--- config.mk ---
export PLATFORM = sky130hd
export DESIGN_NAME = i2c_regport_slave
export DESIGN_NICKNAME = d
export VERILOG_FILES = /design/src/rtl/i2cs_pkg.sv /design/src/rtl/i2cs_sync.sv /design/src/rtl/i2cs_events.sv /design/src/rtl/i2cs_rxbyte.sv /design/src/rtl/i2c_regport_slave.sv
export SDC_FILE = /design/constraint.sdc
export NUM_CORES = 1
export LEC_CHECK = 0
export BUFFER_PORTS_ARGS = -buffer_cell sky130_fd_sc_hd__buf_2
export CAP_MARGIN = 20
export CORE_ASPECT_RATIO = 0.7
export CORE_MARGIN = 2
export CORE_UTILIZATION = 50
export DETAILED_ROUTE_END_ITERATION = 16
export PLACE_DENSITY = 0.8
export SYNTH_ARGS = -nofsm -noshare
export SYNTH_HDL_FRONTEND = slang
export SYNTH_SLANG_ARGS = --single-unit
--- constraint.sdc ---
create_clock -name clk -period 4 [get_ports clk]
set_input_delay 0.2 -clock clk [delete_from_list [all_inputs] [get_ports clk]]
set_output_delay 0.2 -clock clk [all_outputs]
set_load 0.01 [all_outputs]
--- src/rtl/i2cs_pkg.sv ---
// Package: shared types of the register-port I2C slave.
// Assumes nothing beyond IEEE 1800-2017 enums.
package i2cs_pkg;

    // Protocol phase of the slave engine
    typedef enum logic [3:0] {
        ST_IDLE,   // waiting for a start
        ST_ADDR,   // shifting in the address byte
        ST_AACK,   // acknowledging the address
        ST_SUB,    // shifting in the sub-address
        ST_SACK,   // acknowledging the sub-address
        ST_DATA,   // shifting in a write data byte
        ST_DACK,   // acknowledging a data byte
        ST_TX,     // shifting out the status byte
        ST_MACK,   // master acknowledge slot after the read byte
        ST_SKIP    // not addressed, wait for the next start
    } bus_state_t;

endpackage

--- src/rtl/i2cs_sync.sv ---
// Module: multi-stage synchronizer, one independent chain per line.
// Assumes the lines are slow compared to clk; the reset value models an idle bus.
module i2cs_sync #(
    parameter int STAGES = 2,
    parameter int WIDTH  = 2
) (
    input  logic             clk,
    input  logic             rst_n,
    input  logic [WIDTH-1:0] din,
    output logic [WIDTH-1:0] dout
);

    generate
        for (genvar g = 0; g < WIDTH; g++) begin : g_line
            logic [STAGES-1:0] chain;
            // Shift the asynchronous line through the flop chain
            always_ff @(posedge clk) begin
                if (!rst_n) chain <= '1;
                else        chain <= {chain[STAGES-2:0], din[g]};
            end
            assign dout[g] = chain[STAGES-1];
        end
    endgenerate

endmodule

--- src/rtl/i2cs_events.sv ---
// Module: bus event detector. It keeps the previous synchronized sample of each
// line and reports SCL edges plus start and stop conditions.
// Assumes synchronized inputs; a condition needs SCL high in both samples.
module i2cs_events (
    input  logic clk,
    input  logic rst_n,
    input  logic scl_s,
    input  logic sda_s,
    output logic scl_rise,
    output logic scl_fall,
    output logic start_ev,
    output logic stop_ev
);

    logic scl_q;
    logic sda_q;

    // Remember last cycle's line levels
    always_ff @(posedge clk) begin
        if (!rst_n) begin
            scl_q <= 1'b1;
            sda_q <= 1'b1;
        end else begin
            scl_q <= scl_s;
            sda_q <= sda_s;
        end
    end

    assign scl_rise = scl_s & ~scl_q;
    assign scl_fall = ~scl_s & scl_q;
    assign start_ev = scl_s & scl_q & sda_q & ~sda_s;
    assign stop_ev  = scl_s & scl_q & ~sda_q & sda_s;

endmodule

--- src/rtl/i2cs_rxbyte.sv ---
// Module: receive shifter. It takes one bit per enabled SCL rise, MSB first,
// and flags a full byte. It holds once full until cleared.
// Assumes the controller clears it at byte boundaries and on start.
module i2cs_rxbyte #(
    parameter int W = 8
) (
    input  logic         clk,
    input  logic         rst_n,
    input  logic         clr,
    input  logic         shift,
    input  logic         bit_in,
    output logic [W-1:0] data,
    output logic         full
);

    localparam int CW = $clog2(W + 1);

    logic [CW-1:0] cnt;

    // Collect bits and count them
    always_ff @(posedge clk) begin
        if (!rst_n) begin
            data <= '0;
            cnt  <= '0;
        end else if (clr) begin
            cnt <= '0;
        end else if (shift && !full) begin
            data <= {data[W-2:0], bit_in};
            cnt  <= cnt + 1'b1;
        end
    end

    assign full = (cnt == CW'(W));

endmodule

--- src/rtl/i2c_regport_slave.sv ---
// Module: I2C slave protocol engine with register-bank write port and
// single status-byte read. It synchronizes the bus lines, decodes the
// conditions, matches a prefix-plus-strap address, and drives SDA low only
// while SCL is low.
// Assumes clk >= 8x SCL; 7-bit addressing; no clock stretching.
module i2c_regport_slave
    import i2cs_pkg::*;
#(
    parameter int         SUB_W       = 8,
    parameter int         SEL_W       = 3,
    parameter int         PFX_W       = 4,
    parameter logic [3:0] ADDR_PREFIX = 4'b1001,
    parameter int         SYNC_STAGES = 2
) (
    input  logic             clk,
    input  logic             rst_n,
    input  logic             scl_in,
    input  logic             sda_in,
    input  logic [SEL_W-1:0] addr_sel,
    output logic             sda_pull,
    output logic             wr_en,
    output logic [SUB_W-1:0] wr_addr,
    output logic [7:0]       wr_data,
    output logic             rd_req,
    input  logic [7:0]       rd_data
);

    localparam int BYTE_W = 8;
    localparam int ADDR_W = PFX_W + SEL_W;

    logic              scl_s, sda_s;
    logic              scl_rise, scl_fall, start_ev, stop_ev;
    logic              rx_clr, rx_shift, rx_full;
    logic [BYTE_W-1:0] rx_byte;
    logic              addr_hit;
    bus_state_t        state;
    logic              dir_rd;
    logic [SUB_W-1:0]  sub_ptr;
    logic [BYTE_W-1:0] tx_sr;
    logic [2:0]        tx_cnt;

    i2cs_sync #(.STAGES(SYNC_STAGES), .WIDTH(2)) u_sync (
        .clk  (clk),
        .rst_n(rst_n),
        .din  ({scl_in, sda_in}),
        .dout ({scl_s, sda_s})
    );

    i2cs_events u_evt (
        .clk     (clk),
        .rst_n   (rst_n),
        .scl_s   (scl_s),
        .sda_s   (sda_s),
        .scl_rise(scl_rise),
        .scl_fall(scl_fall),
        .start_ev(start_ev),
        .stop_ev (stop_ev)
    );

    // Shift only in phases that receive a byte; clear on start or byte end
    assign rx_shift = scl_rise &&
                      (state == ST_ADDR || state == ST_SUB || state == ST_DATA);
    assign rx_clr   = start_ev || (scl_fall && rx_full);

    i2cs_rxbyte #(.W(BYTE_W)) u_rx (
        .clk   (clk),
        .rst_n (rst_n),
        .clr   (rx_clr),
        .shift (rx_shift),
        .bit_in(sda_s),
        .data  (rx_byte),
        .full  (rx_full)
    );

    assign addr_hit = (rx_byte[BYTE_W-1:1] == ADDR_W'({ADDR_PREFIX, addr_sel}));

    // Protocol sequencer: phase changes, SDA drive, strobes and the sub-address
    always_ff @(posedge clk) begin
        if (!rst_n) begin
            state    <= ST_IDLE;
            sda_pull <= 1'b0;
            wr_en    <= 1'b0;
            wr_addr  <= '0;
            wr_data  <= '0;
            rd_req   <= 1'b0;
            dir_rd   <= 1'b0;
            sub_ptr  <= '0;
            tx_sr    <= '0;
            tx_cnt   <= '0;
        end else begin
            wr_en  <= 1'b0;
            rd_req <= 1'b0;
            if (start_ev) begin
                state    <= ST_ADDR;
                sda_pull <= 1'b0;
            end else if (stop_ev) begin
                state    <= ST_IDLE;
                sda_pull <= 1'b0;
            end else if (scl_fall) begin
                unique case (state)
                    ST_ADDR: if (rx_full) begin
                        if (addr_hit) begin
                            state    <= ST_AACK;
                            sda_pull <= 1'b1;
                            dir_rd   <= rx_byte[0];
                        end else begin
                            state <= ST_SKIP;
                        end
                    end
                    ST_AACK: begin
                        if (dir_rd) begin
                            state    <= ST_TX;
                            tx_sr    <= rd_data;
                            tx_cnt   <= '0;
                            rd_req   <= 1'b1;
                            sda_pull <= ~rd_data[7];
                        end else begin
                            state    <= ST_SUB;
                            sda_pull <= 1'b0;
                        end
                    end
                    ST_SUB: if (rx_full) begin
                        sub_ptr  <= rx_byte[SUB_W-1:0];
                        state    <= ST_SACK;
                        sda_pull <= 1'b1;
                    end
                    ST_SACK: begin
                        state    <= ST_DATA;
                        sda_pull <= 1'b0;
                    end
                    ST_DATA: if (rx_full) begin
                        wr_en    <= 1'b1;
                        wr_addr  <= sub_ptr;
                        wr_data  <= rx_byte;
                        sub_ptr  <= sub_ptr + 1'b1;
                        state    <= ST_DACK;
                        sda_pull <= 1'b1;
                    end
                    ST_DACK: begin
                        state    <= ST_DATA;
                        sda_pull <= 1'b0;
                    end
                    ST_TX: begin
                        if (tx_cnt == 3'd7) begin
                            state    <= ST_MACK;
                            sda_pull <= 1'b0;
                        end else begin
                            tx_sr    <= {tx_sr[BYTE_W-2:0], 1'b0};
                            tx_cnt   <= tx_cnt + 1'b1;
                            sda_pull <= ~tx_sr[BYTE_W-2];
                        end
                    end
                    ST_MACK: state <= ST_SKIP;
                    default: state <= state;
                endcase
            end
        end
    end

endmodule

==> results.sh <==
export IMPL_cp_arrival_ps=2590
export IMPL_tritoncts="yes"
export IMPL_synth_seq_cells=60
export IMPL_ir_drop_uv=262
export IMPL_cts_made_buffers=9
export IMPL_grt_pass1_wl_microns=9350
export IMPL_track_usage_pct=19.2
export IMPL_netlist_instances=310
export IMPL_rsz0062_at_grt="no"
export IMPL_setup_viol=0
export IMPL_finalCriticalPeriod_ps=2340
export IMPL_yosysWarnings=0
export IMPL_ys_flop_type="dfxtp_1"
export IMPL_holdCritPathClass="primary input to flop"
export IMPL_rr_worst_depth=5
export IMPL_finalHoldViolations=0
export IMPL_clock_latency_ps=330
export IMPL_cts_resized=0
export IMPL_dpl_hpwl_microns=3920
export IMPL_drv_cap=0
export IMPL_finalCritPeriodShare_pct=58.4
export IMPL_required_ps=4250
export IMPL_critPathSlowestCell="dfxtp_1"
export IMPL_routedWlPerCell_microns=13.9
export IMPL_path_depth=5
export IMPL_ant_nets=0
export IMPL_relSlewSlack_pct=45.2
export IMPL_synth_edf_count=0
export IMPL_async_reset_ff_share_pct=0
export IMPL_grt_antenna_before_repair=0
export IMPL_dr_pass1_iters=4
export IMPL_end_kind="flop"
export IMPL_clock_sinks=60
export IMPL_timing_rr_start="state[0]$_SDFFE_PN0P_"
export IMPL_port_buffers=33
export IMPL_grt_max_degree=55
export IMPL_diodes=0
export IMPL_rrSetupSlack_ps=1660
export IMPL_final_nets=357
export IMPL_cts_setup_buffers=0
export IMPL_critPathMaxStageDelay_ps=600
export IMPL_overflow=0
export IMPL_chipWidth_microns=95.0
export IMPL_design_area_sq_um=3250
export IMPL_synth_area_sq_um=2900
export IMPL_place_area_sq_um=3060
export IMPL_clock_fmax_mhz=428
export IMPL_cp_startpoint="state[0]$_SDFFE_PN0P_"
export IMPL_ys_seq_area_share_pct=41.5
export IMPL_clkTransAtPathRegs_ps=60
export IMPL_drt_iter0_drc=149
export IMPL_drc=0
export IMPL_skew_ps=5.64
export IMPL_synth_area_per_cell_sq_um=9.34
export IMPL_clockBufferDepth=2
export IMPL_die_y_microns=67.7
export IMPL_vias=2225
export IMPL_drive_gt1_share_pct=16.5
export IMPL_place_congestion=0.817
export IMPL_setup_tns_ps=0
export IMPL_grt_pass1_vias=1951
export IMPL_critPathCapture="u_rx.cnt[3]$_SDFFE_PP0P_"
export IMPL_die_area_sq_um=6430
export IMPL_worstMarginPinSlew_ps=823
export IMPL_cts_htree_levels=3
export IMPL_ctsHoldBuffers=0
export IMPL_crit_path_start_kind="flop"
export IMPL_r2r_end="u_rx.cnt[3]$_SDFFE_PP0P_"
export IMPL_p_leak_nw=1.39
export IMPL_root_buffer="clkbuf_8"
export IMPL_path_cells="nand2b_1 > nor3b_1 > nand3_1 > or3_1 > a21oi_1"
export IMPL_area_delta_synth_final_pct=12.2
export IMPL_initial_core_util_pct=51.1
export IMPL_crit_buf_inv=0
export IMPL_crit_type="flop to flop"
export IMPL_status="complete, no violations"
export IMPL_crit_family="simple AND/OR/NAND/NOR gates"
export IMPL_worstPathMaxFanout=14
export IMPL_rows=23
export IMPL_slew_viol_final=0
export IMPL_drt_total_wl_microns=5780
export IMPL_core_sq_um=5670
export IMPL_viasPerCell=5.36
export IMPL_p_per_area_nw_per_um2=359
export IMPL_io_pin_count=34
export IMPL_ys_types=51
export IMPL_syn_nets=330
[cell usage in the layout (no fill, tap or decap), types with 5 or more instances in the layout]
cell type  synthesis  layout
nand2b_1          13      13
xnor2_1            5       5
nand2_1           25      25
ha_1               5       5
nor2_1            13      13
buf_2              4      33
mux2i_1           31      31
dfxtp_1           60      60
o21ai_0           14      14
a21oi_1            7       7
o211a_1            7       7
nand3_1           12      12
nor2b_1           31      31
a22oi_1            6       6
clkbuf_8           0      11
inv_1              6       6
and3_1             5       5
[logic make-up after synthesis]
logic type	count (synthesis)	share of synthesized area [%]
buffers and inverters	24	4.32
muxes	31	10.7
DFF	60	41.5
adders and majority gates	5	2.16
AOI/OAI and AO/OA	56	13.8
xor gates and xnor gates	7	2.12
and+or+nand+nor	127	25.4
[final cells by class]
type	count	area (sq um)
clock buffers	12	155
clock inverters	2	35.0
fillers	509	2420
inverters	6	22.5
multi-input cells	226	1570
flip-flops and latches	60	1200
well taps	75	93.8
repair buffers	34	173
[stage by stage]
stage                     setup slack (ps)  utilization [%]  hold slack, ps  std cells  power, mW
after floorplan                       2290                -             301        310      0.643
after global placement                1820             54.0             385        401      0.653
after detailed placement              1700             54.0             383        401      0.654
after CTS                             1690             57.3            31.8        415       1.19
after global routing                  1370             57.3            58.6        415       1.21
final                                 1660             57.3            47.2        415       1.17
[cells in the mapped netlist, drive strengths merged (4+ instances only)]
master,instances,area (sq um)
and3,5,31.3
nand2,25,93.8
mux2i,31,310
buf,10,72.6
o211a,7,70.1
nand2b,13,81.3
a21oi,8,43.8
a22oi,6,45.0
nand3,12,60.1
dfxtp,60,1200
a21boi,4,30.0
xnor2,5,43.8
inv,6,22.5
clkbuf,8,30.0
nor2,15,66.3
o21ai,14,70.1
ha,5,62.6
nor2b,31,194
[worst min path at each step]
stage,from,to,slack (ps),cells after the start
2_1_floorplan,sda_in,u_sync.g_line[0].chain[0]$_SDFF_PN1_,300,1
3_3_place_gp,sda_in,u_sync.g_line[0].chain[0]$_SDFF_PN1_,390,2
3_5_place_dp,sda_in,u_sync.g_line[0].chain[0]$_SDFF_PN1_,380,2
4_1_cts,sda_in,u_sync.g_line[0].chain[0]$_SDFF_PN1_,30,2
5_1_grt,sda_in,u_sync.g_line[0].chain[0]$_SDFF_PN1_,60,2
6_report,sda_in,u_sync.g_line[0].chain[0]$_SDFF_PN1_,50,2
[layer usage]
metal	vias to the layer above	wire (microns)	global-route usage [%]
met1	1025	2950	27.0
met3	7	308	5.69
met4	0	70	7.07
li1	1139	-	-
met2	54	2450	27.7
met5	-	0	0
[state kept, by name, summed over array words and instances (netlist names)]
signal               flops
wr_en                    1
state                    4
tx_sr                    7
wr_data                  8
u_sync.g_line.chain      4
u_evt.sda_q              1
dir_rd                   1
u_evt.scl_q              1
rd_req                   1
sub_ptr                  8
u_rx.data                8
wr_addr                  8
sda_pull                 1
tx_cnt                   3
u_rx.cnt                 4
[report_power, final]
group          total [mW]  internal [mW]  switching [mW]
combinational      0.0356         0.0176          0.0180
clock               0.527          0.314           0.213
sequential          0.606          0.601         0.00488
Note: power is estimated with default switching activity, not from simulation.
